**config.mk**
```make
export PLATFORM = sky130hd
export DESIGN_NAME = bankAddrGen
export DESIGN_NICKNAME = d
export VERILOG_FILES = /design/src/rtl/bankAddrGenPkg.sv /design/src/rtl/strideOffsetDecoder.sv /design/src/rtl/agenCtrl.sv /design/src/rtl/agenDatapath.sv /design/src/rtl/bankAddrGen.sv
export SDC_FILE = /design/constraint.sdc
export NUM_CORES = 1
export LEC_CHECK = 0
export ABC_AREA = 1
export BUFFER_PORTS_ARGS = -buffer_cell sky130_fd_sc_hd__buf_2
export CAP_MARGIN = 30
export CORE_MARGIN = 2
export CORE_UTILIZATION = 55
export DETAILED_ROUTE_END_ITERATION = 10
export PLACE_DENSITY_LB_ADDON = 0.2
export SLEW_MARGIN = 20
export SYNTH_ARGS = -nofsm -noshare
export SYNTH_HDL_FRONTEND = slang
export SYNTH_SLANG_ARGS = --single-unit
```
**constraint.sdc**
```tcl
create_clock -name clk -period 6.4 [get_ports clk]
set_input_delay 1.92 -clock clk [delete_from_list [all_inputs] [get_ports clk]]
set_output_delay 1.92 -clock clk [all_outputs]
set_load 0.01 [all_outputs]
```
**src/rtl/bankAddrGenPkg.sv**
```systemverilog
package bankAddrGenPkg;
  // Strobes from the sequencer to the address datapath
  typedef struct packed {
    logic load;   // capture command fields
    logic issue;  // advance the base-stride accumulator
    logic first;  // this issue is access k = 0
    logic adv2;   // stage-1 result is valid, move to stage 2
    logic adv3;   // stage-2 result is valid, move to output stage
  } agenStrobes_t;

  typedef enum logic [1:0] {
    ST_IDLE  = 2'd0,
    ST_RUN   = 2'd1,
    ST_FLUSH = 2'd2
  } agenState_e;
endpackage

```
**src/rtl/strideOffsetDecoder.sv**
```systemverilog
module strideOffsetDecoder #(
  parameter int NUM_BANKS = 8,
  parameter int CODE_W    = 3
) (
  input  logic [CODE_W-1:0]                   codeI,
  output logic [NUM_BANKS-1:0][CODE_W:0]      offsetsO
);
  localparam int STR_W  = CODE_W + 1;
  localparam int BANK_W = $clog2(NUM_BANKS);
  localparam int PROD_W = STR_W + BANK_W;

  logic [STR_W-1:0] strideVal;
  assign strideVal = {codeI, 1'b1};

  // For each bank, find the element slot e whose position e*S lands there;
  // the bank's row offset is the row part of that position.
  always_comb begin
    for (int j = 0; j < NUM_BANKS; j++) begin
      offsetsO[j] = '0;
      for (int e = 0; e < NUM_BANKS; e++) begin
        logic [PROD_W-1:0] pos;
        pos = PROD_W'(e) * PROD_W'(strideVal);
        if (pos[BANK_W-1:0] == BANK_W'(j)) begin
          offsetsO[j] = pos[BANK_W +: STR_W];
        end
      end
    end
  end

  // lane 0 always holds element 0 of the access, so its offset is zero
  always_comb begin
    bank0_zero_chk: assert (offsetsO[0] == '0);
  end
endmodule

```
**src/rtl/agenCtrl.sv**
```systemverilog
module agenCtrl
  import bankAddrGenPkg::*;
#(
  parameter int LEN_W = 16
) (
  input  logic             clk,
  input  logic             rstN,
  input  logic             startI,
  input  logic [LEN_W-1:0] lengthI,
  output agenStrobes_t     strobesO,
  output logic             busyO,
  output logic             validO,
  output logic             doneO
);
  localparam int PIPE_D = 3;

  agenState_e       state;
  logic [LEN_W-1:0] remCnt;
  logic             firstR;
  logic [PIPE_D-1:0] vPipe;
  logic             pipeEmpty;

  assign pipeEmpty       = (vPipe == '0);
  assign strobesO.load   = (state == ST_IDLE) && startI;
  assign strobesO.issue  = (state == ST_RUN);
  assign strobesO.first  = firstR;
  assign strobesO.adv2   = vPipe[0];
  assign strobesO.adv3   = vPipe[1];

  assign busyO  = (state != ST_IDLE);
  assign validO = vPipe[PIPE_D-1];
  assign doneO  = (state == ST_FLUSH) && pipeEmpty;

  always_ff @(posedge clk or negedge rstN) begin
    if (!rstN) begin
      state  <= ST_IDLE;
      remCnt <= '0;
      firstR <= 1'b0;
      vPipe  <= '0;
    end else begin
      vPipe <= {vPipe[PIPE_D-2:0], strobesO.issue};
      unique case (state)
        ST_IDLE: begin
          if (startI) begin
            remCnt <= lengthI;
            firstR <= 1'b1;
            state  <= (lengthI == '0) ? ST_FLUSH : ST_RUN;
          end
        end
        ST_RUN: begin
          remCnt <= remCnt - 1'b1;
          firstR <= 1'b0;
          if (remCnt == LEN_W'(1)) state <= ST_FLUSH;
        end
        ST_FLUSH: begin
          if (pipeEmpty) state <= ST_IDLE;
        end
        default: state <= ST_IDLE;
      endcase
    end
  end


  valid_in_busy_chk: assert property (@(posedge clk) disable iff (!rstN)
    validO |-> busyO);

  done_single_chk: assert property (@(posedge clk) disable iff (!rstN)
    doneO |=> !doneO);

  done_not_valid_chk: assert property (@(posedge clk) disable iff (!rstN)
    doneO |-> !validO);

  zero_len_done_chk: assert property (@(posedge clk) disable iff (!rstN)
    (strobesO.load && lengthI == '0) |=> doneO);

  no_reload_chk: assert property (@(posedge clk) disable iff (!rstN)
    (busyO && startI && !doneO) |=> busyO);
endmodule

```
**src/rtl/agenDatapath.sv**
```systemverilog
module agenDatapath
  import bankAddrGenPkg::*;
#(
  parameter int NUM_BANKS = 8,
  parameter int ADDR_W    = 32,
  parameter int CODE_W    = 3,
  parameter int FIELD_W   = 4
) (
  input  logic                              clk,
  input  logic                              rstN,
  input  agenStrobes_t                      strobesI,
  input  logic [ADDR_W-1:0]                 baseRowI,
  input  logic [FIELD_W-1:0]                strideCodeI,
  input  logic [ADDR_W-1:0]                 indexI,
  output logic [NUM_BANKS*ADDR_W-1:0]       rowAddrO
);
  localparam int STR_W = CODE_W + 1;

  logic [ADDR_W-1:0]  baseR, indexR, accR, sumR;
  logic [CODE_W-1:0]  codeR;
  logic [ADDR_W-1:0]  strideExt;
  logic [NUM_BANKS-1:0][STR_W-1:0]  bankOff;
  logic [NUM_BANKS-1:0][ADDR_W-1:0] rowR;

  assign strideExt = ADDR_W'({codeR, 1'b1});

  strideOffsetDecoder #(
    .NUM_BANKS (NUM_BANKS),
    .CODE_W    (CODE_W)
  ) offDec_i (
    .codeI    (codeR),
    .offsetsO (bankOff)
  );

  // Command capture; the unused top bit of the stride field is dropped
  always_ff @(posedge clk or negedge rstN) begin
    if (!rstN) begin
      baseR  <= '0;
      indexR <= '0;
      codeR  <= '0;
    end else if (strobesI.load) begin
      baseR  <= baseRowI;
      indexR <= indexI;
      codeR  <= strideCodeI[CODE_W-1:0];
    end
  end

  // Stages 1 and 2: running base-stride term, then merge with index
  always_ff @(posedge clk or negedge rstN) begin
    if (!rstN) begin
      accR <= '0;
      sumR <= '0;
    end else begin
      if (strobesI.issue) accR <= strobesI.first ? baseR : accR + strideExt;
      if (strobesI.adv2)  sumR <= accR + indexR;
    end
  end

  // Stage 3: per-bank offset addition
  generate
    for (genvar j = 0; j < NUM_BANKS; j++) begin : g_lane
      always_ff @(posedge clk or negedge rstN) begin
        if (!rstN)               rowR[j] <= '0;
        else if (strobesI.adv3)  rowR[j] <= sumR + ADDR_W'(bankOff[j]);
      end
      assign rowAddrO[j*ADDR_W +: ADDR_W] = rowR[j];
    end
  endgenerate

  // back-to-back output updates within a run step every lane by the stride
  stride_step_chk: assert property (@(posedge clk) disable iff (!rstN)
    ($past(strobesI.adv3) && $past(strobesI.adv3, 2))
      |-> (rowR[NUM_BANKS-1] == $past(rowR[NUM_BANKS-1]) + strideExt));
endmodule

```
**src/rtl/bankAddrGen.sv**
```systemverilog
module bankAddrGen
  import bankAddrGenPkg::*;
#(
  parameter int NUM_BANKS = 8,
  parameter int ADDR_W    = 32,
  parameter int LEN_W     = 16,
  parameter int FIELD_W   = 4
) (
  input  logic                        clk,
  input  logic                        rstN,
  input  logic                        startI,
  input  logic [ADDR_W-1:0]           baseRowI,
  input  logic [FIELD_W-1:0]          strideCodeI,
  input  logic [LEN_W-1:0]            lengthI,
  input  logic [ADDR_W-1:0]           indexI,
  output logic                        busyO,
  output logic                        validO,
  output logic [NUM_BANKS*ADDR_W-1:0] rowAddrO,
  output logic                        doneO
);
  localparam int CODE_W = FIELD_W - 1;

  agenStrobes_t strobes;

  agenCtrl #(.LEN_W(LEN_W)) ctrl_i (
    .clk      (clk),
    .rstN     (rstN),
    .startI   (startI),
    .lengthI  (lengthI),
    .strobesO (strobes),
    .busyO    (busyO),
    .validO   (validO),
    .doneO    (doneO)
  );

  agenDatapath #(
    .NUM_BANKS (NUM_BANKS),
    .ADDR_W    (ADDR_W),
    .CODE_W    (CODE_W),
    .FIELD_W   (FIELD_W)
  ) dp_i (
    .clk         (clk),
    .rstN        (rstN),
    .strobesI    (strobes),
    .baseRowI    (baseRowI),
    .strideCodeI (strideCodeI),
    .indexI      (indexI),
    .rowAddrO    (rowAddrO)
  );
endmodule

```
==> impl_metrics.yaml, run 1 <==
run_status:
  outcome: "complete, no violations"
timing:
  final_hold_viol_count: 0
  timing.hold.ws_ps: 436.9
  relSlewSlack: 0.3964
  setup-tns-final_ps: 0
  rsz0062_at_grt: "false"
  final_critical_path_setup_slack_ps: 1845
  fmax_mhz: 219.6
  pins_over_slew_limit: 0
  tcrit_tclk_final: 0.7117
  clock-skew-final_ps: 29.31
  max_slew.worst_pin.slew_ps: 905.4
  timing.final.setup_violations: 0
  finalWorstPathRequiredPeriod_ps: 4555
placed_design:
  portBuffers: 344
  place_ws_ps: 1902
  gp_congestion: 0.9752
  hpwl_um: 53780
cells_and_area:
  area_growth_pct: 16.62
  final_layout_size_suffix_gt1_frac: 0.1526
  final_net_count: 3600
  antenna_cells: 0
  regArea_mm2: 0.01021
  layout.filler_cells: 3786
  area_occupied_by_multi_input_gates_mm2: 0.01125
yosys:
  netlist-cell-type-count: 50
  yosysWarnings: 0
  ys_seq_elements: 408
  edff_count_synth: 0
  top_cells_by_count_synth: "1164 x sky130_fd_sc_hd__nand2_1, 408 x sky130_fd_sc_hd__dfrtp_1, 329 x sky130_fd_sc_hd__inv_1, 230 x sky130_fd_sc_hd__nand3_1, 164 x sky130_fd_sc_hd__o21ai_0"
  syn_area_per_cell_um2: 7.471
  synth_top_cell_by_area: "sky130_fd_sc_hd__dfrtp_1"
  synth_largest_type_area_fraction: 0.4410
  dominant_cells_by_area_after_synthesis: "sky130_fd_sc_hd__dfrtp_1 44%, sky130_fd_sc_hd__nand2_1 19%, sky130_fd_sc_hd__inv_1 5.3%"
  sequential_share_of_the_synthesized_area: 0.4410
  synth.cell_area_mm2: 0.02315
  cells_after_synthesis: 3099
  synth_most_common_cell: "sky130_fd_sc_hd__nand2_1"
  syn_nets: 3275
  synth_top_flop_cell: "sky130_fd_sc_hd__dfrtp_1"
  asyncSetResetFlopFracSynth: 1.000
clocking:
  numClockSinks: 408
  cts.hold.buffers_added: 0
  ctsLongestPathBuffers: 3
  htreeDepth: 2
  cts_inserted_buffers: 44
  clockRootBuffer: "sky130_fd_sc_hd__clkbuf_16"
  cts.repair.resized: 0
  post-cts-setup-buffer-count: 0
  tritoncts: "yes"
  clkSlewWorstSetupHoldPaths_ps: 60
  worst_skew_pair.late_latency_ps: 610
floorplan:
  start_util: 0.5544
  placement_rows: 75
  ioPinCount: 346
  overall_die_area_mm2: 0.04375
  die-height_um: 209.2
  die_w_um: 209.2
  core_region_area_mm2: 0.04176
detailed_routing:
  remaining_drc_errors: 0
  drt-total-wl_um: 72210
  detailedRoute.firstPassIterationCount: 6
  first_iter_violations: 1960
  vias_per_cell: 5.563
  detail-route-antenna-nets: 0
  route.detailed.wl_per_inst_um: 18.06
  dr_total_vias: 22240
setup_path:
  worstPathBufferInverterCount: 5
  critical_path.cell_chain: "inv_1 -> ha_1 -> fa_1 -> xnor2_1 -> a22oi_1 -> inv_1 -> fa_1 -> inv_1 -> nand3_1 -> nand2_1 -> inv_1 -> nor2_4 -> nand2_2 -> nor2_2 -> inv_2 -> o21ai_1 -> nand3_1"
  critical_path_class: "flop to flop"
  timing.critical_path.from_type: "flop"
  path_max_fanout: 16
  critPathArrivalTime_ps: 5040
  timing.critical_path.required_ps: 6890
  cp_slowest_cell: "sky130_fd_sc_hd__dfrtp_1"
  critical_path.max_stage_delay_ps: 740
  cp_common_cell: "sky130_fd_sc_hd__inv_1"
  cpLargestDelayFamily: "adder cells"
  endpoint_kind: "flop"
global_routing:
  grt_pass1_vias: 21380
  number_of_antenna_violations_at_the_first_check_in_global_routing: 0
  groute.usage.overall: 0.3305
  grt.overflow.total: 0
  grt_pass1_wl_um: 115000
  pin_count_of_the_biggest_net_entering_global_routing: 165
power:
  leakagePower_nw: 13.36
  vdd_ir_drop_max_mv: 0.2210
  totalPowerFinal_mw: 10.49
  p_per_area_mw_per_mm2: 388.4
min_path:
  hold_class: "flop to flop"
flow_run:
  max_cap_violations: 0
==> cells in the final DEF (no fill, tap or decap), types with 4 or more instances in the layout <==
master / netlist / layout
sky130_fd_sc_hd__nand2_2: 11 / 12
sky130_fd_sc_hd__clkbuf_8: 0 / 7
sky130_fd_sc_hd__or2_2: 5 / 5
sky130_fd_sc_hd__ha_1: 76 / 76
sky130_fd_sc_hd__nor2_1: 158 / 157
sky130_fd_sc_hd__o211ai_1: 119 / 119
sky130_fd_sc_hd__dfrtp_1: 408 / 407
sky130_fd_sc_hd__nor3_4: 4 / 4
sky130_fd_sc_hd__nand3_1: 230 / 230
sky130_fd_sc_hd__clkinv_1: 5 / 5
sky130_fd_sc_hd__o31ai_1: 4 / 4
sky130_fd_sc_hd__clkbuf_16: 0 / 45
sky130_fd_sc_hd__nor3_2: 4 / 4
sky130_fd_sc_hd__nor2_4: 10 / 11
sky130_fd_sc_hd__bufinv_16: 0 / 7
sky130_fd_sc_hd__a21oi_1: 87 / 87
sky130_fd_sc_hd__nor3_1: 21 / 21
sky130_fd_sc_hd__clkbuf_1: 45 / 6
sky130_fd_sc_hd__inv_1: 329 / 328
sky130_fd_sc_hd__inv_2: 24 / 24
sky130_fd_sc_hd__a21oi_2: 4 / 4
sky130_fd_sc_hd__o21ai_0: 164 / 164
sky130_fd_sc_hd__clkinv_2: 0 / 10
sky130_fd_sc_hd__a22oi_1: 22 / 22
sky130_fd_sc_hd__nor2_2: 16 / 16
sky130_fd_sc_hd__xor2_1: 10 / 10
sky130_fd_sc_hd__nand3b_1: 11 / 11
sky130_fd_sc_hd__nand4_1: 40 / 40
sky130_fd_sc_hd__fa_1: 13 / 13
sky130_fd_sc_hd__buf_2: 20 / 343
sky130_fd_sc_hd__o21bai_1: 5 / 5
sky130_fd_sc_hd__buf_4: 2 / 13
sky130_fd_sc_hd__nand2_1: 1164 / 1163
sky130_fd_sc_hd__xnor2_1: 20 / 20
sky130_fd_sc_hd__o21ai_1: 28 / 28
==> logic make-up after synthesis <==
logic type      after synthesis  share of synthesized area
compound gates              447                     0.1161
simple gates               1683                     0.3058
fa+ha+maj                    89                    0.05231
buf+inv                     442                    0.07339
xor+xnor                     30                    0.01135
flops                       408                     0.4410
==> final timing paths <==
| kind | startpoint | to | slack (ps) | depth (start not counted) |
|---|---|---|---|---|
| max | dp_i.codeR[0] | dp_i.rowAddrO[190] | 1850 | 17 |
| min | ctrl_i.vPipe[1] | ctrl_i.vPipe[2] | 440 | 0 |
| max reg2reg | dp_i.codeR[0] | dp_i.rowAddrO[190] | 1850 | 17 |
| min reg2reg | ctrl_i.vPipe[1] | ctrl_i.vPipe[2] | 440 | 0 |
| max in group asynchronous | rstN | dp_i.rowAddrO[147] | 3900 | 2 |
| min in group asynchronous | rstN | dp_i.rowAddrO[24] | 1300 | 1 |
==> per-layer routing <==
metal | global-route usage | vias up | wire, um
met5 | 0 | - | 0
met2 | 0.5517 | 786 | 34370
met4 | 0.1283 | 0 | 2686
met1 | 0.4399 | 10590 | 30750
met3 | 0.04388 | 158 | 4404
li1 | - | 10706 | -
==> registers in the layout, indices dropped and copies added (netlist names) <==
register,count
dp_i.indexR,32
dp_i.accR,32
ctrl_i.firstR,1
dp_i.codeR,3
dp_i.rowAddrO,255
ctrl_i.vPipe,3
dp_i.sumR,32
dp_i.baseR,32
ctrl_i.remCnt,16
ctrl_i.state,2
==> power breakdown <==
part	switching, mW	leakage (nW)	internal, mW
logic	2.39	7.88	1.29
clock network	1.13	0.773	1.66
registers	0.704	4.70	3.31
==> per-stage QoR <==
| stage | utilization | instance area, um2 | instances |
|---|---|---|---|
| global placement | 0.6075 | 25370 | 3914 |
| global route | 0.6466 | 27000 | 3998 |
| detailed placement | 0.6075 | 25370 | 3914 |
| floorplan | - | 23150 | 3099 |
| finish | 0.6466 | 27000 | 3998 |
| CTS | 0.6454 | 26950 | 3995 |
==> layout make-up <==
class,instances,share of cell area
inverters,360,0.05060
repair buffers,361,0.07081
clock inverters,23,0.01251
flip-flops and latches,408,0.3782
clock buffers,58,0.04611
multi-input cells,2249,0.4168
well taps,539,0.02498
Power figures use the tool's default switching activity.
==> run 2: changes to the inputs <==
==> constraint.sdc (replaced) <==
create_clock -name clk -period 4.7 [get_ports clk]
set_input_delay 1.41 -clock clk [delete_from_list [all_inputs] [get_ports clk]]
set_output_delay 1.41 -clock clk [all_outputs]
set_load 0.01 [all_outputs]
==> run 2 against run 1 <==
Compared with the run above:
- flip-flop and latch count unchanged
- combinational power increased by 37%
- critical path type unchanged
- critical endpoint unchanged
- critical path depth unchanged
==> impl_metrics.yaml, run 2 (same netlist as run 1, synthesis figures left out) <==
clocking:
  htreeDepth: 2
  cts.repair.resized: 0
  clkSlewWorstSetupHoldPaths_ps: 60
  post-cts-setup-buffer-count: 0
  tritoncts: "yes"
  worst_skew_pair.late_latency_ps: 590
  clockRootBuffer: "sky130_fd_sc_hd__clkbuf_16"
  cts.hold.buffers_added: 0
  ctsLongestPathBuffers: 3
  cts_inserted_buffers: 45
  numClockSinks: 408
timing:
  timing.final.setup_violations: 0
  final_hold_viol_count: 0
  finalWorstPathRequiredPeriod_ps: 4155
  fmax_mhz: 240.7
  pins_over_slew_limit: 0
  relSlewSlack: 0.3992
  rsz0062_at_grt: "false"
  clock-skew-final_ps: 23.88
  setup-tns-final_ps: 0
  tcrit_tclk_final: 0.8840
  max_slew.worst_pin.slew_ps: 901.1
setup_path:
  path_max_fanout: 11
  worstRegToRegCells: 17
  cp_slowest_cell: "sky130_fd_sc_hd__fa_1"
  critical_path_class: "flop to flop"
  ff2ff_setup_slack_ps: 550
  timing.critical_path.required_ps: 5170
  critical_path.reg2reg.startpoint: "dp_i.codeR[0]"
  worst_r2r_endpoint: "dp_i.rowAddrO[190]"
  critical_path.max_stage_delay_ps: 730
  timing.critical_path.from_type: "flop"
  endpoint_kind: "flop"
  critPathArrivalTime_ps: 4620
  critical_path.cell_chain: "fa_1 -> inv_1 -> fa_1 -> xnor2_1 -> a22oi_1 -> inv_1 -> fa_1 -> inv_1 -> nand3_1 -> nand2_1 -> inv_1 -> nor2_4 -> nand2_2 -> nor2_2 -> inv_2 -> o21ai_1 -> nand3_1"
  cp_common_cell: "sky130_fd_sc_hd__inv_1"
min_path:
  min_from: "dp_i.rowAddrO[18]"
  timing.hold.worst_path_depth: 2
  hold_class: "flop to flop"
  holdPathEnd: "dp_i.rowAddrO[18]"
placed_design:
  portBuffers: 344
  gp_congestion: 0.9721
  place_inst: 3934
  hpwl_um: 54700
detailed_routing:
  top_signal_layer_used: "met5"
  drt-total-wl_um: 72670
  route.detailed.wl_per_inst_um: 18.09
  detail-route-antenna-nets: 0
  vias_per_cell: 5.582
  remaining_drc_errors: 0
  dr_total_vias: 22427
  first_iter_violations: 1773
  metal1_wirelength_um: 30820
  wl_met2_um: 33980
  route.met3.wl_um: 4812
  detailedRoute.firstPassIterationCount: 8
floorplan:
  start_util: 0.5544
  die-height_um: 209.2
  placement_rows: 75
  core_region_area_mm2: 0.04176
  ioPinCount: 346
  overall_die_area_mm2: 0.04375
  die_w_um: 209.2
global_routing:
  pin_count_of_the_biggest_net_entering_global_routing: 140
  number_of_antenna_violations_at_the_first_check_in_global_routing: 1
  grt.overflow.total: 0
  grt_pass1_vias: 21544
  grt_pass1_wl_um: 116000
  groute.usage.overall: 0.3329
run_status:
  outcome: "complete, no violations"
cells_and_area:
  largest_register_ffs: 255
  antenna_cells: 0
  mostFrequentLayoutCell: "sky130_fd_sc_hd__nand2_1"
  layoutNonFillerInstCount: 4018
  mostFrequentLayoutCells: "1163 x sky130_fd_sc_hd__nand2_1, 407 x sky130_fd_sc_hd__dfrtp_1, 343 x sky130_fd_sc_hd__buf_2"
  final_net_count: 3621
  layout.filler_cells: 3697
  final_layout_size_suffix_gt1_frac: 0.1578
  area_growth_pct: 17.23
power:
  vdd_ir_drop_max_mv: 0.3176
  p_per_area_mw_per_mm2: 522.8
  leakagePower_nw: 13.44
flow_run:
  max_cap_violations: 0
==> run 2: worst max-delay path: cells and delay by family (launching register included) <==
kind | cells | cell delay, ps
AOI/OAI and AO/OA | 2 | 490
xor gates and xnor gates | 1 | 170
adders and majority gates | 3 | 1560
buffers and inverters | 5 | 500
DFF | 1 | 530
and+or+nand+nor | 6 | 810
==> run 2: stage by stage <==
stage	power (mW)	util	worst slack, ps	instance area [um2]	hold slack [ps]
after floorplan	8.270	-	1100	23150	348.7
after global placement	10.35	0.6118	640.1	25550	451.3
after detailed placement	10.48	0.6124	567.1	25570	453.4
after CTS	14.18	0.6489	576.7	27100	468.6
after global routing	15.02	0.6499	278.5	27140	487.5
final	14.19	0.6499	545.0	27140	467.3
==> run 2: layout make-up <==
cell class | instances | area [um2] | share of cell area
flip-flops and latches | 408 | 10210 | 0.3762
repair buffers | 381 | 2112 | 0.07782
multi-input cells | 2249 | 11250 | 0.4146
clock inverters | 20 | 227.7 | 0.008390
clock buffers | 61 | 1296 | 0.04776
inverters | 360 | 1366 | 0.05034
well taps | 539 | 674.4 | 0.02485
==> run 2: where the power goes <==
part	leakage, nW	switching [mW]	internal [mW]
registers	4.70	0.948	4.50
logic	8.00	3.28	1.78
clock network	0.742	1.52	2.16
total	13.4	5.75	8.44
==> run 2: worst max path at each step <==
stage	startpoint	to	slack, ps	depth (start not counted)
2_1_floorplan	dp_i.codeR[0]	dp_i.rowAddrO[190]	1100	17
3_3_place_gp	dp_i.codeR[0]	dp_i.rowAddrO[190]	640	17
3_5_place_dp	dp_i.codeR[0]	dp_i.rowAddrO[190]	570	17
4_1_cts	dp_i.codeR[0]	dp_i.rowAddrO[190]	580	17
5_1_grt	dp_i.codeR[0]	dp_i.rowAddrO[190]	280	17
6_report	dp_i.codeR[0]	dp_i.rowAddrO[190]	550	17
==> run 2: routing by layer <==
| metal | track usage | up-vias |
|---|---|---|
| met5 | 0 | - |
| met4 | 0.1379 | 2 |
| met3 | 0.05561 | 163 |
| met2 | 0.5485 | 860 |
| met1 | 0.4382 | 10661 |
| li1 | - | 10741 |
==> run 3: changes to the inputs <==
==> constraint.sdc (replaced) <==
create_clock -name clk -period 4.5 [get_ports clk]
set_input_delay 1.35 -clock clk [delete_from_list [all_inputs] [get_ports clk]]
set_output_delay 1.35 -clock clk [all_outputs]
set_load 0.01 [all_outputs]
==> run 3 against run 2 <==
Compared with the run above:
- global-route usage barely moved
- clock skew increased by 1.1 ps
- critical path type unchanged
- combinational power rose by 5.3%
- sequential power is 4.8% higher
- via count shrank 0.13%
- register-to-register slack barely moved
- clock power rose by 10%
- first-iteration DRC count up 20%
- critical path depth unchanged
- wire length is 0.15% higher
==> impl_metrics.yaml, run 3 (same netlist as run 1, synthesis figures left out) <==
timing:
  timing.final.setup_violations: 0
  rsz0062_at_grt: "false"
  timing.hold.ws_ps: 465.8
  final_hold_viol_count: 0
  final_critical_path_setup_slack_ps: 543.2
  fmax_mhz: 252.7
  finalWorstPathRequiredPeriod_ps: 3957
  max_slew.worst_pin.slew_ps: 926.9
  clock-skew-final_ps: 25.02
  tcrit_tclk_final: 0.8793
  relSlewSlack: 0.3821
  setup-tns-final_ps: 0
  pins_over_slew_limit: 0
power:
  totalPowerFinal_mw: 15.08
  vdd_ir_drop_max_mv: 0.2985
  leakagePower_nw: 13.52
  p_per_area_mw_per_mm2: 553.3
flow_run:
  max_cap_violations: 0
setup_path:
  critical_path_class: "flop to flop"
  critical_path.cell_chain: "fa_1 -> inv_1 -> fa_1 -> xnor2_1 -> a22oi_1 -> inv_1 -> fa_1 -> inv_1 -> nand3_1 -> nand2_1 -> inv_1 -> nor2_4 -> nand2_2 -> nor2_2 -> inv_2 -> o21ai_1 -> nand3_1"
  cp_slowest_cell: "sky130_fd_sc_hd__fa_1"
  critical_path.max_stage_delay_ps: 700
  timing.critical_path.required_ps: 4980
  cp_common_cell: "sky130_fd_sc_hd__inv_1"
  endpoint_kind: "flop"
  timing.critical_path.from_type: "flop"
  critPathArrivalTime_ps: 4440
  path_max_fanout: 8
min_path:
  hold_class: "flop to flop"
global_routing:
  number_of_antenna_violations_at_the_first_check_in_global_routing: 0
  pin_count_of_the_biggest_net_entering_global_routing: 152
  groute.usage.overall: 0.3332
  grt_pass1_wl_um: 116100
  grt_pass1_vias: 21470
  grt.overflow.total: 0
clocking:
  clkSlewWorstSetupHoldPaths_ps: 60
  post-cts-setup-buffer-count: 0
  cts.hold.buffers_added: 0
  clockRootBuffer: "sky130_fd_sc_hd__clkbuf_16"
  ctsLongestPathBuffers: 3
  numClockSinks: 408
  htreeDepth: 2
  tritoncts: "yes"
  worst_skew_pair.late_latency_ps: 600
  cts_inserted_buffers: 45
  cts.repair.resized: 0
placed_design:
  gp_congestion: 0.9767
  hpwl_um: 54860
  portBuffers: 344
  dpl_cell_area_mm2: 0.02562
  place_ws_ps: 565.3
cells_and_area:
  final_layout_size_suffix_gt1_frac: 0.1600
  layout.filler_cells: 3711
  antenna_cells: 0
  final_net_count: 3632
  area_growth_pct: 17.75
  postLayoutCellArea_mm2: 0.02726
  largest_register_ffs: 255
  mostFrequentLayoutCell: "sky130_fd_sc_hd__nand2_1"
  mostFrequentLayoutCells: "1163 x sky130_fd_sc_hd__nand2_1, 407 x sky130_fd_sc_hd__dfrtp_1, 343 x sky130_fd_sc_hd__buf_2"
floorplan:
  core_region_area_mm2: 0.04176
  ioPinCount: 346
  overall_die_area_mm2: 0.04375
  start_util: 0.5544
  placement_rows: 75
  die_w_um: 209.2
  die-height_um: 209.2
detailed_routing:
  detailedRoute.firstPassIterationCount: 6
  first_iter_violations: 2132
  dr_total_vias: 22397
  drt-total-wl_um: 72770
  detail-route-antenna-nets: 0
  route.detailed.wl_per_inst_um: 18.07
  vias_per_cell: 5.562
  remaining_drc_errors: 0
run_status:
  outcome: "complete, no violations"
## run 3: cell count changes in the layout (fill, tap and decap cells not counted), sizes merged
cell and delta:
buf +11, bufinv +4, inv -3, clkbuf -2, clkinv -1
## run 3: area by class of cell
class / count / area [um2] / area share
Inverter: 360 / 1366 / 0.05012
Timing Repair Buffer: 392 / 2137 / 0.07839
Clock buffer: 59 / 1280 / 0.04695
Multi-Input combinational cell: 2249 / 11250 / 0.4128
Sequential cell: 408 / 10210 / 0.3746
Clock inverter: 20 / 339.1 / 0.01244
Tap cell: 539 / 674.4 / 0.02474
## run 3: path summary, 6_finish.rpt
kind	startpoint	end	slack, ps	cells after the start
max	dp_i.codeR[1]	dp_i.rowAddrO[190]	540	17
min	dp_i.rowAddrO[18]	dp_i.rowAddrO[18]	470	2
max reg2reg	dp_i.codeR[1]	dp_i.rowAddrO[190]	540	17
min reg2reg	dp_i.rowAddrO[18]	dp_i.rowAddrO[18]	470	2
max in group asynchronous	rstN	dp_i.baseR[23]	2750	2
min in group asynchronous	rstN	dp_i.rowAddrO[22]	800	1
## run 3: critical path, delay by kind of cell, from the launching register on
family          cells  cell delay, ps
compound gates      2             440
flops               1             510
fa+ha+maj           3            1550
buf+inv             5             490
xor+xnor            1             170
simple gates        6             680
## run 3: metal layers
layer  up-vias  global-route usage  wire [um]
li1      10753                   -          -
met4         0              0.1473       3143
met1     10611              0.4407      30510
met3       168             0.05080       5028
met5         -                   0          0
met2       865              0.5462      34090
## run 3: where the power goes
group          leakage [nW]  switching (mW)  internal, mW
registers              4.70            1.01          4.70
logic                  8.03            3.43          1.88
clock network         0.780            1.59          2.47
## run 3: per-stage QoR
stage	cells	util
global route	4027	0.6528
floorplan	3099	-
finish	4027	0.6528
global placement	3946	0.6135
CTS	4025	0.6523
detailed placement	3946	0.6135
